==> src/rtl/bsq_pkg.sv <==
package bsq_pkg;

    typedef enum logic [1:0] {
        K_SHORT = 2'b00,
        K_LONG  = 2'b01,
        K_LSKIP = 2'b10,
        K_RSVD  = 2'b11
    } kind_e;

    typedef enum logic [0:0] {
        S_IDLE  = 1'b0,
        S_FETCH = 1'b1
    } state_e;

endpackage

==> src/rtl/bsq_cond_eval.sv <==
module bsq_cond_eval
    import bsq_pkg::*;
#(
    parameter int BYTE_W = 8,
    parameter int EXT_N  = 4,
    parameter int COND_W = 3
) (
    input  kind_e              kind,
    input  logic [COND_W-1:0]  cond,
    input  logic               invert,
    input  logic               flag_q,
    input  logic               flag_df,
    input  logic [BYTE_W-1:0]  acc,
    input  logic [EXT_N-1:0]   ext_flag,
    input  logic               int_en,
    output logic               taken
);
    localparam int N_TESTS = 1 << COND_W;
    localparam int LONG_W  = COND_W - 1;

    logic [N_TESTS-1:0] tests;
    logic               acc_zero;
    logic               raw;
    logic [COND_W-1:0]  long_idx;

    assign acc_zero = (acc == '0);
    assign long_idx = {1'b0, cond[LONG_W-1:0]};

    // test slot per condition code; slots past the external flags read 0
    generate
        for (genvar i = 0; i < N_TESTS; i++) begin : g_test
            if (i == 0) begin : g_always
                assign tests[i] = 1'b1;
            end else if (i == 1) begin : g_q
                assign tests[i] = flag_q;
            end else if (i == 2) begin : g_zero
                assign tests[i] = acc_zero;
            end else if (i == 3) begin : g_df
                assign tests[i] = flag_df;
            end else if (i - 4 < EXT_N) begin : g_ext
                assign tests[i] = ext_flag[i-4];
            end else begin : g_none
                assign tests[i] = 1'b0;
            end
        end
    endgenerate

    always_comb begin
        case (kind)
            K_SHORT: raw = tests[cond];
            K_LONG:  raw = tests[long_idx];
            K_LSKIP: raw = cond[COND_W-1] ? int_en : tests[long_idx];
            default: raw = 1'b0;
        endcase
        taken = raw ^ invert;
    end

endmodule

==> src/rtl/bsq_step_adder.sv <==
module bsq_step_adder #(
    parameter int ADDR_W   = 16,
    parameter int MAX_STEP = 2
) (
    input  logic [ADDR_W-1:0]               base,
    output logic [MAX_STEP:0][ADDR_W-1:0]   sums
);
    generate
        for (genvar k = 0; k <= MAX_STEP; k++) begin : g_step
            assign sums[k] = base + ADDR_W'(k);
        end
    endgenerate
endmodule

==> src/rtl/branch_skip_unit.sv <==
module branch_skip_unit
    import bsq_pkg::*;
#(
    parameter int ADDR_W = 16,
    parameter int BYTE_W = 8,
    parameter int EXT_N  = 4,
    parameter int COND_W = 3
) (
    input  logic               clk,
    input  logic               rst_n,
    input  logic               op_valid,
    input  logic [1:0]         op_kind,
    input  logic [COND_W-1:0]  op_cond,
    input  logic               op_invert,
    input  logic [ADDR_W-1:0]  op_pc,
    input  logic               flag_q,
    input  logic               flag_df,
    input  logic [BYTE_W-1:0]  acc,
    input  logic [EXT_N-1:0]   ext_flag,
    input  logic               int_en,
    output logic               byte_req,
    output logic [ADDR_W-1:0]  byte_addr,
    input  logic               byte_valid,
    input  logic [BYTE_W-1:0]  byte_in,
    output logic [1:0]         imm_need,
    output logic               busy,
    output logic               pc_valid,
    output logic [ADDR_W-1:0]  pc_out
);
    localparam int HI_W     = ADDR_W - BYTE_W;
    localparam int MAX_STEP = 2;

    typedef struct packed {
        state_e            st;
        logic [1:0]        need;
        logic [ADDR_W-1:0] addr;
        logic [HI_W-1:0]   hi;
        logic              pc_valid;
        logic [ADDR_W-1:0] pc;
    } seq_t;

    seq_t  seq_d, seq_q;
    kind_e kind;
    logic  taken;
    logic [MAX_STEP:0][ADDR_W-1:0] steps;

    assign kind = kind_e'(op_kind);

    bsq_cond_eval #(
        .BYTE_W (BYTE_W),
        .EXT_N  (EXT_N),
        .COND_W (COND_W)
    ) u_cond (
        .kind     (kind),
        .cond     (op_cond),
        .invert   (op_invert),
        .flag_q   (flag_q),
        .flag_df  (flag_df),
        .acc      (acc),
        .ext_flag (ext_flag),
        .int_en   (int_en),
        .taken    (taken)
    );

    bsq_step_adder #(
        .ADDR_W   (ADDR_W),
        .MAX_STEP (MAX_STEP)
    ) u_steps (
        .base (op_pc),
        .sums (steps)
    );

    always_comb begin
        seq_d          = seq_q;
        seq_d.pc_valid = 1'b0;
        case (seq_q.st)
            S_IDLE: begin
                if (op_valid && kind != K_RSVD) begin
                    case (kind)
                        K_SHORT: begin
                            if (taken) begin
                                seq_d.st   = S_FETCH;
                                seq_d.need = 2'd1;
                                seq_d.addr = op_pc;
                                seq_d.hi   = steps[1][ADDR_W-1:BYTE_W];
                            end else begin
                                seq_d.pc_valid = 1'b1;
                                seq_d.pc       = steps[1];
                            end
                        end
                        K_LONG: begin
                            if (taken) begin
                                seq_d.st   = S_FETCH;
                                seq_d.need = 2'd2;
                                seq_d.addr = op_pc;
                            end else begin
                                seq_d.pc_valid = 1'b1;
                                seq_d.pc       = steps[2];
                            end
                        end
                        default: begin
                            seq_d.pc_valid = 1'b1;
                            seq_d.pc       = taken ? steps[2] : steps[0];
                        end
                    endcase
                end
            end
            S_FETCH: begin
                if (byte_valid) begin
                    if (seq_q.need == 2'd1) begin
                        seq_d.st       = S_IDLE;
                        seq_d.need     = 2'd0;
                        seq_d.pc_valid = 1'b1;
                        seq_d.pc       = {seq_q.hi, byte_in};
                    end else begin
                        seq_d.need = 2'd1;
                        seq_d.hi   = HI_W'(byte_in);
                        seq_d.addr = seq_q.addr + ADDR_W'(1);
                    end
                end
            end
            default: seq_d.st = S_IDLE;
        endcase
    end

    always_ff @(posedge clk or negedge rst_n) begin
        if (!rst_n) begin
            seq_q <= '{st: S_IDLE, need: 2'd0, addr: '0, hi: '0,
                       pc_valid: 1'b0, pc: '0};
        end else begin
            seq_q <= seq_d;
        end
    end

    assign byte_req  = (seq_q.st == S_FETCH);
    assign byte_addr = seq_q.addr;
    assign imm_need  = seq_q.need;
    assign busy      = (seq_q.st != S_IDLE);
    assign pc_valid  = seq_q.pc_valid;
    assign pc_out    = seq_q.pc;

endmodule

==> config.mk <==
export PLATFORM = sky130hd
export DESIGN_NAME = branch_skip_unit
export DESIGN_NICKNAME = d
export VERILOG_FILES = /design/src/rtl/bsq_pkg.sv /design/src/rtl/bsq_cond_eval.sv /design/src/rtl/bsq_step_adder.sv /design/src/rtl/branch_skip_unit.sv
export SDC_FILE = /design/constraint.sdc
export NUM_CORES = 1
export LEC_CHECK = 0
export ABC_CLOCK_PERIOD_IN_PS = 3250
export BUFFER_PORTS_ARGS = -buffer_cell sky130_fd_sc_hd__buf_2
export CORE_ASPECT_RATIO = 1.75
export CORE_MARGIN = 3
export CORE_UTILIZATION = 50
export CTS_BUF_LIST = sky130_fd_sc_hd__clkbuf_2
export CTS_CLUSTER_SIZE = 16
export DETAILED_ROUTE_END_ITERATION = 8
export HOLD_SLACK_MARGIN = 0.1
export PLACE_DENSITY = 0.75
export SKIP_CTS_REPAIR_TIMING = 1
export SLEW_MARGIN = 20
export SYNTH_ARGS = -nofsm -noshare
export SYNTH_HDL_FRONTEND = slang
export SYNTH_SLANG_ARGS = --single-unit
==> constraint.sdc <==
create_clock -name clk -period 3.25 [get_ports clk]
set_input_delay 0.1625 -clock clk [delete_from_list [all_inputs] [get_ports clk]]
set_output_delay 0.1625 -clock clk [all_outputs]
set_load 0.01 [all_outputs]
==> results of run 1 <==
[power by group through the flow]
stage / clock, mW / sequential [mW] / combinational [mW]
floorplan: 0 / 0.950 / 1.04
global placement: 0 / 1.00 / 1.17
detailed placement: 0 / 1.01 / 1.20
CTS: 0.337 / 1.00 / 1.20
global route: 0.356 / 1.04 / 1.35
finish: 0.334 / 1.00 / 1.24
[sequential cells by signal (all words and copies together) (netlist names)]
| signal | count |
|---|---|
| busy | 1 |
| pc_valid | 1 |
| pc_out | 16 |
| seq_q | 8 |
| byte_addr | 16 |
| imm_need | 2 |
[synth_stat cells (all sizes together), types with 3 or more instances]
library cell and number:
nor4 4, xnor2 10, a221oi 3, a21oi 24, a31oi 10, o22ai 7, and2 3, mux2i 5
nand2b 3, o21ai 27, a22o 3, a21o 4, nor2 32, or4 3, nand4 13, a22oi 10
o31ai 5, o311ai 5, a221o 7, inv 6, nand2 46, mux2 8, xor2 11, or3 3
and4 5, o211ai 6, buf 44, nand3 19, and3 10, a21boi 3, dfrtp 44, ha 3
nor3 11, a211oi 8, clkbuf 30
[final timing paths]
path,from,to,slack [ps],depth (start not counted)
max,busy$_DFF_PN0_,pc_out[4]$_DFFE_PN0P_,270,7
min,op_pc[13],byte_addr[13]$_DFFE_PN0P_,70,3
max reg2reg,busy$_DFF_PN0_,pc_out[4]$_DFFE_PN0P_,270,7
min reg2reg,seq_q[20]$_DFFE_PN0P_,seq_q[20]$_DFFE_PN0P_,540,1
max in group asynchronous,rst_n,pc_out[4]$_DFFE_PN0P_,2650,2
min in group asynchronous,rst_n,pc_out[15]$_DFFE_PN0P_,160,2
[through the flow]
step,setup WS [ps],instance area (um^2),std cells,utilization,total power [mW]
2_1_floorplan,840,3670,457,-,1.98
3_3_place_gp,254,3870,563,0.552,2.18
3_5_place_dp,218,3870,563,0.552,2.22
4_1_cts,704,3930,571,0.561,2.54
5_1_grt,165,4180,596,0.597,2.75
6_report,273,4180,596,0.597,2.58
[layout make-up]
class	count	area [um^2]	area share
clock buffer	6	30.0	0.00718
clock inverter	2	35.0	0.00837
inverter	7	26.3	0.00628
multi-input combinational	332	2130	0.508
sequential	44	1100	0.263
tap	84	105	0.0251
timing repair buffer	121	761	0.182
[routing by layer]
metal  vias up  track usage  wire length, um
met2       164        0.444             5880
li1       1764            -                -
met3        31       0.0431              689
met5         -            0                0
met1      1788        0.287             4010
met4         0        0.131              439
[cell usage in the layout, fill, tap and decap left out, drive strengths merged, types with 5 or more instances in the layout]
master,netlist,routed
nor2,32,32
buf,44,96
dfrtp,44,44
dlygate4sd3,0,25
a31oi,10,10
mux2,8,8
a21oi,24,24
nand2,46,46
clkbuf,30,6
xor2,11,11
o22ai,7,7
mux2i,5,5
a211oi,8,8
o31ai,5,5
and3,10,10
o21ai,27,27
and4,5,5
a22oi,10,10
a221o,7,7
nand4,13,13
inv,6,6
o311ai,5,5
o211ai,6,6
xnor2,10,10
nor3,11,11
nand3,19,19
[kinds of logic (layout without fill, tap and decap cells)]
family | after synthesis | count (layout) | synth area share
buffers and inverters | 81 | 136 | 0.121
adders and majority gates | 5 | 5 | 0.0157
AOI/OAI and AO/OA | 137 | 137 | 0.259
muxes | 13 | 13 | 0.0382
xor gates and xnor gates | 21 | 21 | 0.0573
DFF | 44 | 44 | 0.300
and+or+nand+nor | 156 | 156 | 0.209
[critical path, cell delays in order, from the launching register on]
cell	delay (ps)
dfrtp_1	530
nand2b_1	250
a21o_1	360
a311oi_1	360
nand2_1	420
nand3_1	240
nand4_1	120
dlygate4sd3_1	570
==> metrics.cfg, run 1 <==
[clock_network]
tritoncts=done
htreeDepth=2
clk_latency_ps=490
cts.sinks=44
cts.path.max_buffers=2
clock-root-buffer=clkbuf_2
clkTransAtPathRegs_ps=270
cts_made_buffers=5

[cells_and_area]
syn_to_final_growth_pct=14.0
num-fill-cells=637
final_layout_size_suffix_gt1_frac=0.234
nNetsFinal=563
diodes=0

[drt]
wirelength_um=11000
postRouteAntennaNets=0
post_drt_wl_per_cell_um=18.5
route.detailed.drc=0
dr.pass1.iters=5
drt_iter0_markers=220
vias_per_cell=6.29
vias=3747

[synthesis]
yosysTopAreaCell=dfrtp_1
synth_ff_type=dfrtp_1
netlist_area_um2=3670
ys_warn_count=0
ys_seq_elements=44
yosysTopAreaCellShare=0.300
ys_async_sr_fraction=1.00
netlist_top_cells_area=dfrtp_1 30%, buf_4 7.2%, nand2_1 4.7%
synth_nets=509
seq_area_frac_synth=0.300
synth.distinct_cells=62
synth_edf_count=0
synth_area_per_cell_um2=8.03
netlist_instances=457

[critical_path]
start_kind=flip-flop
cp_max_fo=15
cp.required_ps=3620
critPathCaptureType=flip-flop
crit_arrival_ps=3350
path_class=flip-flop to flip-flop

[status]
status=finished clean

[grt]
grt_pass1_vias=3377
grt-ovfl-total=0
grt_usage=0.253
antenna_found_initial=0
grt_max_degree=45
grt_pass1_wl_um=17000

[flow_run]
drv_cap=0

[timing]
finalSetupViolations=0
rsz0062_at_grt=no
max-slew-margin-rel=0.362
hold_viol=0
clock.fmax_ghz=0.336
min_period_ps=2980
max_slew.worst_pin.slew_ps=956
clock_skew_ps=35.7
setup_tns_ps=0
period_share=0.916
fin_worst_hold_slack_ps=66.3
slew_viol_final=0

[floorplanning]
dieArea_um2=8450
rows=40
start_util=0.524
die_h_um=119
ios=86
core-area_um2=7010
die_w_um=70.8

[power_and_ir_drop]
peakVddDrop_mv=0.366
p_int_mw=1.46
power.leakage_nw=1.86
swShare=0.432
powerDensity_nw_per_um2=616
combPwrFrac=0.481
clock_power_share=0.130
p_switching_mw=1.11
power_frac_seq=0.389

[place]
gp_congestion=0.936
hpwl_um=8110
port_buffers=85

[min_path]
min_path_type=input port to flip-flop

Power figures use the tool's default switching activity.
==> inputs of run 2 (changes only) <==
--- a/config.mk
+++ b/config.mk
@@ -5,6 +5,7 @@
 export SDC_FILE = /design/constraint.sdc
 export NUM_CORES = 1
 export LEC_CHECK = 0
+export ABC_AREA = 1
 export ABC_CLOCK_PERIOD_IN_PS = 3250
 export BUFFER_PORTS_ARGS = -buffer_cell sky130_fd_sc_hd__buf_2
 export CORE_ASPECT_RATIO = 1.75
@@ -13,8 +14,9 @@
 export CTS_BUF_LIST = sky130_fd_sc_hd__clkbuf_2
 export CTS_CLUSTER_SIZE = 16
 export DETAILED_ROUTE_END_ITERATION = 8
+export GPL_ROUTABILITY_DRIVEN = 0
 export HOLD_SLACK_MARGIN = 0.1
-export PLACE_DENSITY = 0.75
+export PLACE_DENSITY = 0.74
 export SKIP_CTS_REPAIR_TIMING = 1
 export SLEW_MARGIN = 20
 export SYNTH_ARGS = -nofsm -noshare
==> run 2 against run 1 <==
Area after synthesis rose by 11%. Utilization fell by 3.3 points. Sequential share of layout area fell by 1.8 points. Combinational power fell by 3%. Global-route usage rose by 2.0 points. Clock power fell by 25%. Critical path type unchanged. Critical endpoint is now pc_out[11]$_DFFE_PN0P_. Largest cell class unchanged. Largest power group unchanged.
==> metrics.cfg, run 2 <==
[status]
status=finished clean  ; unchanged

[drt]
drt_iter0_markers=238  ; was 220
postRouteAntennaNets=0  ; unchanged
vias_per_cell=5.42  ; was 6.29
post_drt_wl_per_cell_um=15.2  ; was 18.5 um
wirelength_um=12400  ; was 11000 um
dr.pass1.iters=5  ; unchanged
route.detailed.drc=0  ; unchanged
vias=4405  ; was 3747

[synthesis]
seq_area_frac_synth=0.269  ; was 0.300
synth_ff_type=dfrtp_1  ; unchanged
netlist_instances=666  ; was 457
yosys.cell_count.top_type=nand2_1  ; unchanged
ys_seq_elements=44  ; unchanged
netlist_area_um2=4090  ; was 3670 um^2
synth_area_per_cell_um2=6.14  ; was 8.03 um^2
yosysTopAreaCell=dfrtp_1  ; unchanged
yosysTopAreaCellShare=0.269  ; was 0.300
yosys-top-cells-count=254 x nand2_1, 103 x nand3_1, 55 x inv_1  ; was 46 x nand2_1, 44 x dfrtp_1, 35 x buf_4
synth_nets=718  ; was 509
netlist_top_cells_area=dfrtp_1 27%, nand2_1 23%, nand3_1 13%  ; was dfrtp_1 30%, buf_4 7.2%, nand2_1 4.7%
ys_async_sr_fraction=1.00  ; unchanged
synth.distinct_cells=38  ; was 62
ys_warn_count=0  ; unchanged
synth_edf_count=0  ; unchanged

[cells_and_area]
num-fill-cells=816  ; was 637
final_common_cell=nand2_1  ; was buf_2
nNetsFinal=774  ; was 563
syn_to_final_growth_pct=9.79  ; was 14.0%
final_layout_size_suffix_gt1_frac=0.166  ; was 0.234
layout_common_cells=254 x nand2_1, 103 x nand3_1, 84 x buf_2  ; was 84 x buf_2, 46 x nand2_1, 44 x dfrtp_1
diodes=0  ; unchanged

[floorplanning]
ios=86  ; unchanged
dieArea_um2=9340  ; was 8450 um^2
die_w_um=74.4  ; was 70.8 um
rows=43  ; was 40
core-area_um2=7960  ; was 7010 um^2
die_h_um=126  ; was 119 um
start_util=0.514  ; was 0.524

[clock_network]
htreeDepth=2  ; unchanged
clkTransAtPathRegs_ps=260  ; was 270 ps
cts_made_buffers=5  ; unchanged
cts.path.max_buffers=2  ; unchanged
clk_latency_ps=480  ; was 490 ps
cts.sinks=44  ; unchanged
clock-root-buffer=clkbuf_2  ; unchanged
tritoncts=done  ; unchanged

[timing]
finalSetupViolations=0  ; unchanged
clock.fmax_ghz=0.430  ; was 0.336 GHz
max-slew-margin-rel=0.381  ; was 0.362
min_period_ps=2330  ; was 2980 ps
setup_tns_ps=0  ; unchanged
setup_ws_ps=924  ; was 273 ps
clock_skew_ps=39.1  ; was 35.7 ps
rsz0062_at_grt=no  ; unchanged
max_slew.worst_pin.slew_ps=924  ; was 956 ps
hold_viol=0  ; unchanged
period_share=0.716  ; was 0.916
slew_viol_final=0  ; unchanged

[grt]
use_met2=0.478  ; was 0.444
met3_usage=0.0383  ; was 0.0431
grt_max_degree=45  ; unchanged
grt_pass1_vias=4288  ; was 3377
grt_util_met1=0.293  ; was 0.287
grt_pass1_wl_um=20000  ; was 17000 um
grt-ovfl-total=0  ; unchanged
grt.busiest_layer=met2  ; unchanged
antenna_found_initial=0  ; unchanged
grt_usage=0.273  ; was 0.253

[critical_path]
slowest_stage=dfrtp_1  ; was dlygate4sd3_1
path_class=flip-flop to flip-flop  ; unchanged
cp.required_ps=3670  ; was 3620 ps
worst_r2r_path_depth=7  ; unchanged
crit_arrival_ps=2740  ; was 3350 ps
critPathCaptureType=flip-flop  ; unchanged
path_cells=inv_1 -> nand3_2 -> inv_1 -> nand2_1 -> o21ai_0 -> nand3_1 -> nand3_1  ; was nand2b_1 -> a21o_1 -> a311oi_1 -> nand2_1 -> nand3_1 -> nand4_1 -> dlygate4sd3_1
start_kind=flip-flop  ; unchanged
r2r_slack_ps=920  ; was 270 ps
slowest_delay_ps=550  ; was 570 ps
cp_max_fo=15  ; unchanged

[power_and_ir_drop]
powerDensity_nw_per_um2=534  ; was 616 nW/um^2
peakVddDrop_mv=0.319  ; was 0.366 mV
power.leakage_nw=2.45  ; was 1.86 nW

[place]
pre_cts_ws_ps=803  ; was 218 ps
hpwl_um=9560  ; was 8110 um
port_buffers=85  ; unchanged

[min_path]
hold_path_depth=5  ; was 3
min_path_type=input port to flip-flop  ; unchanged

[flow_run]
drv_cap=0  ; unchanged

[run 2: cell count changes after synthesis, sizes merged, moves of 10 or more]
cell,before,now
a22oi,10,0
a31oi,10,0
clkbuf,30,8
nor2,32,46
nand3,19,106
a21oi,24,8
inv,6,58
and3,10,0
nand2,46,262
[run 2: metrics by stage]
stage                     instance area [um^2]  hold WS (ps)  std cells   util  power, mW
after global placement                    4270           408        787  0.536       2.12
after floorplan                           4090          -133        666      -       1.93
after CTS                                 4310          -155        795  0.541       2.39
final                                     4490          70.5        813  0.564       2.40
after detailed placement                  4270           408        787  0.536       2.14
after global routing                      4490           102        813  0.564       2.61
[run 2: report_power, final]
part	leakage (nW)	switching, mW	total (mW)	internal [mW]
sequential	0.572	0.186	0.949	0.763
combinational	1.85	0.758	1.20	0.440
clock	0.0266	0.195	0.249	0.0533
[run 2: per-layer routing]
| layer | vias to the layer above | wire length (um) |
|---|---|---|
| met5 | - | 0 |
| met4 | 0 | 766 |
| met3 | 53 | 560 |
| met2 | 170 | 6530 |
| met1 | 1978 | 4510 |
| li1 | 2204 | - |
[run 2: kinds of logic (layout without fill, tap and decap cells)]
family,Yosys count,in the layout,synth area share
buf+inv,115,172,0.148
simple gates,443,443,0.479
xor+xnor,17,17,0.0364
fa+ha+maj,3,3,0.00918
flops,44,44,0.269
compound gates,44,44,0.0581
[run 2: path summary, 6_finish.rpt]
path,from,end
setup reg to reg,busy$_DFF_PN0_,pc_out[11]$_DFFE_PN0P_
max in group asynchronous,rst_n,pc_out[13]$_DFFE_PN0P_
hold / removal,op_pc[8],byte_addr[8]$_DFFE_PN0P_
setup / recovery,busy$_DFF_PN0_,pc_out[11]$_DFFE_PN0P_
hold reg to reg,pc_out[0]$_DFFE_PN0P_,pc_out[0]$_DFFE_PN0P_
min in group asynchronous,rst_n,byte_addr[12]$_DFFE_PN0P_
[run 2: cell type report]
class | count | area, um^2 | share of cell area
clock inverters | 2 | 11.3 | 0.00251
well taps | 90 | 113 | 0.0251
flip-flops and latches | 44 | 1100 | 0.245
multi-input cells | 507 | 2380 | 0.531
inverters | 58 | 220 | 0.0491
clock buffers | 6 | 30.0 | 0.00669
repair buffers | 106 | 631 | 0.140
[run 2: worst max-delay path: cells and delay by family (launching register included)]
kind / cells / cell delay [ps]
AO/OA/AOI/OAI: 1 / 210
flip-flops: 1 / 550
buffers and inverters: 2 / 600
AND/OR/NAND/NOR: 4 / 890
==> inputs of run 3 (changes only) <==
--- a/config.mk
+++ b/config.mk
@@ -6,7 +6,7 @@
 export NUM_CORES = 1
 export LEC_CHECK = 0
 export ABC_AREA = 1
-export ABC_CLOCK_PERIOD_IN_PS = 3250
+export ABC_CLOCK_PERIOD_IN_PS = 2350
 export BUFFER_PORTS_ARGS = -buffer_cell sky130_fd_sc_hd__buf_2
 export CORE_ASPECT_RATIO = 1.75
 export CORE_MARGIN = 3
==> constraint.sdc (replaced) <==
create_clock -name clk -period 2.35 [get_ports clk]
set_input_delay 0.1175 -clock clk [delete_from_list [all_inputs] [get_ports clk]]
set_output_delay 0.1175 -clock clk [all_outputs]
set_load 0.01 [all_outputs]
==> run 3 against run 2 <==
Combinational power grew 41%. Power grew 42%. Die area is the same. Utilization rose by 0.52 points. Final area increased by 0.92%. Routed wire length is 1.6% lower. First-iteration DRC count grew 18%. Critical path type is now input port to flip-flop. Critical endpoint is now byte_addr[11]$_DFFE_PN0P_. Largest power group unchanged.
==> metrics.cfg, run 3 (synthesis gave the netlist of run 2 again) <==
[status]
status=finished clean  ; unchanged

[grt]
grt_pass1_vias=4244  ; was 4288
grt_usage=0.269  ; was 0.273
grt_pass1_wl_um=19800  ; was 20000 um
grt-ovfl-total=0  ; unchanged
antenna_found_initial=0  ; unchanged
grt_max_degree=45  ; unchanged

[power_and_ir_drop]
p_int_mw=1.86  ; was 1.26 mW
peakVddDrop_mv=0.411  ; was 0.319 mV
swShare=0.455  ; was 0.475
clock_power_share=0.121  ; was 0.104
power.leakage_nw=2.49  ; was 2.45 nW
power_frac_seq=0.382  ; was 0.396
powerDensity_nw_per_um2=751  ; was 534 nW/um^2
combPwrFrac=0.496  ; was 0.500
p_switching_mw=1.55  ; was 1.14 mW

[critical_path]
start_kind=input port  ; was flip-flop
path_cells=dlygate4sd3_1 -> buf_2 -> nand2_1 -> o21ai_1 -> nor2_1 -> nand2_1 -> nand2_2 -> nand2_2 -> nand2_4 -> nand2_1 -> o21ai_1 -> nand2_1 -> nand2_1  ; was inv_1 -> nand3_2 -> inv_1 -> nand2_1 -> o21ai_0 -> nand3_1 -> nand3_1
cp.required_ps=2750  ; was 3670 ps
slowest_stage=dlygate4sd3_1  ; was dfrtp_1
cp_max_fo=19  ; was 15
cp_num_buf_inv=2  ; unchanged
slowest_delay_ps=530  ; was 550 ps
path_class=input port to flip-flop  ; was flip-flop to flip-flop
critPathCaptureType=flip-flop  ; unchanged
cpMostUsedCell=nand2_1
crit_arrival_ps=2380  ; was 2740 ps
cp_top_family=simple AND/OR/NAND/NOR gates  ; unchanged

[clock_network]
cts.sinks=44  ; unchanged
clkTransAtPathRegs_ps=230  ; was 260 ps
tritoncts=done  ; unchanged
clk_latency_ps=440  ; was 480 ps
cts.path.max_buffers=2  ; unchanged
htreeDepth=2  ; unchanged
clock-root-buffer=clkbuf_2  ; unchanged
cts_made_buffers=5  ; unchanged

[drt]
vias=4453  ; was 4405
drt_iter0_markers=280  ; was 238
vias_per_cell=5.46  ; was 5.42
route.detailed.drc=0  ; unchanged
wirelength_um=12200  ; was 12400 um
postRouteAntennaNets=0  ; unchanged
dr.pass1.iters=5  ; unchanged
post_drt_wl_per_cell_um=14.9  ; was 15.2 um

[timing]
max_slew.worst_pin.slew_ps=611  ; was 924 ps
min_period_ps=1970
setup_tns_ps=0  ; unchanged
hold_viol=0  ; unchanged
max-slew-margin-rel=0.590  ; was 0.381
period_share=0.840
slew_viol_final=0  ; unchanged
setup_ws_ps=375  ; was 924 ps
rsz0062_at_grt=no  ; unchanged
clock.fmax_ghz=0.506
fin_worst_hold_slack_ps=64.4  ; was 70.5 ps
clock_skew_ps=26.9  ; was 39.1 ps
finalSetupViolations=0  ; unchanged

[place]
dp.cells=796  ; was 787
pre_cts_ws_ps=428  ; was 803 ps
hpwl_um=9640  ; was 9560 um
port_buffers=85  ; unchanged

[cells_and_area]
seqCellArea_um2=1100  ; unchanged
multi_input_area_um2=2380  ; unchanged
layout_common_cells=254 x nand2_1, 103 x nand3_1, 84 x buf_2  ; unchanged
utilization=0.569  ; was 0.564
num-fill-cells=819  ; was 816
diodes=0  ; unchanged
final_layout_size_suffix_gt1_frac=0.176  ; was 0.166
final_common_cell=nand2_1  ; unchanged
nNetsFinal=779  ; was 774
syn_to_final_growth_pct=10.8  ; was 9.79%
fin_cells=816  ; was 813

[floorplanning]
die_w_um=74.4  ; unchanged
core-area_um2=7960  ; unchanged
dieArea_um2=9340  ; unchanged
rows=43  ; unchanged
die_h_um=126  ; unchanged
ios=86  ; unchanged
start_util=0.514  ; unchanged

[flow_run]
drv_cap=0  ; unchanged

[min_path]
min_path_type=input port to flip-flop  ; unchanged

## run 3: cell types whose count changed in the layout (fill, tap and decap cells not counted)
cell	before	now
clkbuf_2	6	5
dlygate4sd3_1	18	14
bufinv_16	0	1
buf_4	4	13
clkinv_1	1	0
clkinvlp_4	1	0
## run 3: metrics by stage
step | area (um^2) | power (mW)
floorplan | 4090 | 2.67
global placement | 4330 | 2.95
detailed placement | 4330 | 2.99
CTS | 4390 | 3.42
global route | 4530 | 3.69
finish | 4530 | 3.40
## run 3: worst paths after layout
path / start / end / slack, ps / cells past startpoint
max in group asynchronous: rst_n / pc_out[7]$_DFFE_PN0P_ / 1740 / 2
min reg2reg: seq_q[24]$_DFFE_PN0P_ / seq_q[24]$_DFFE_PN0P_ / 510 / 2
min in group asynchronous: rst_n / byte_addr[8]$_DFFE_PN0P_ / 180 / 2
min: op_pc[13] / byte_addr[13]$_DFFE_PN0P_ / 60 / 5
max reg2reg: busy$_DFF_PN0_ / pc_out[0]$_DFFE_PN0P_ / 460 / 7
max: op_kind[0] / byte_addr[11]$_DFFE_PN0P_ / 380 / 13
## run 3: final cells by class
| type | instances | area share |
|---|---|---|
| sequential | 44 | 0.243 |
| tap | 90 | 0.0249 |
| inverter | 58 | 0.0486 |
| multi-input combinational | 507 | 0.526 |
| clock buffer | 5 | 0.00552 |
| timing repair buffer | 111 | 0.145 |
| clock inverter | 1 | 0.00663 |
## run 3: power by group through the flow
stage	combinational [mW]	sequential [mW]	clock, mW
global route	1.89	1.34	0.457
finish	1.69	1.30	0.413
detailed placement	1.67	1.32	0
CTS	1.68	1.30	0.437
global placement	1.64	1.31	0
floorplan	1.41	1.25	0
## run 3: layer usage
metal | global-route usage | share of wire | vias up
met5 | 0 | 0 | -
met3 | 0.0312 | 0.049 | 50
met4 | 0.159 | 0.063 | 0
met2 | 0.478 | 0.53 | 163
li1 | - | - | 2215
met1 | 0.291 | 0.36 | 2025
## run 3: worst reg2reg max path: cells and delay by family (launching register included)
family                 cells  cell delay, ps
AOI/OAI and AO/OA          1             260
DFF                        1             530
and+or+nand+nor            3             460
buffers and inverters      3             590
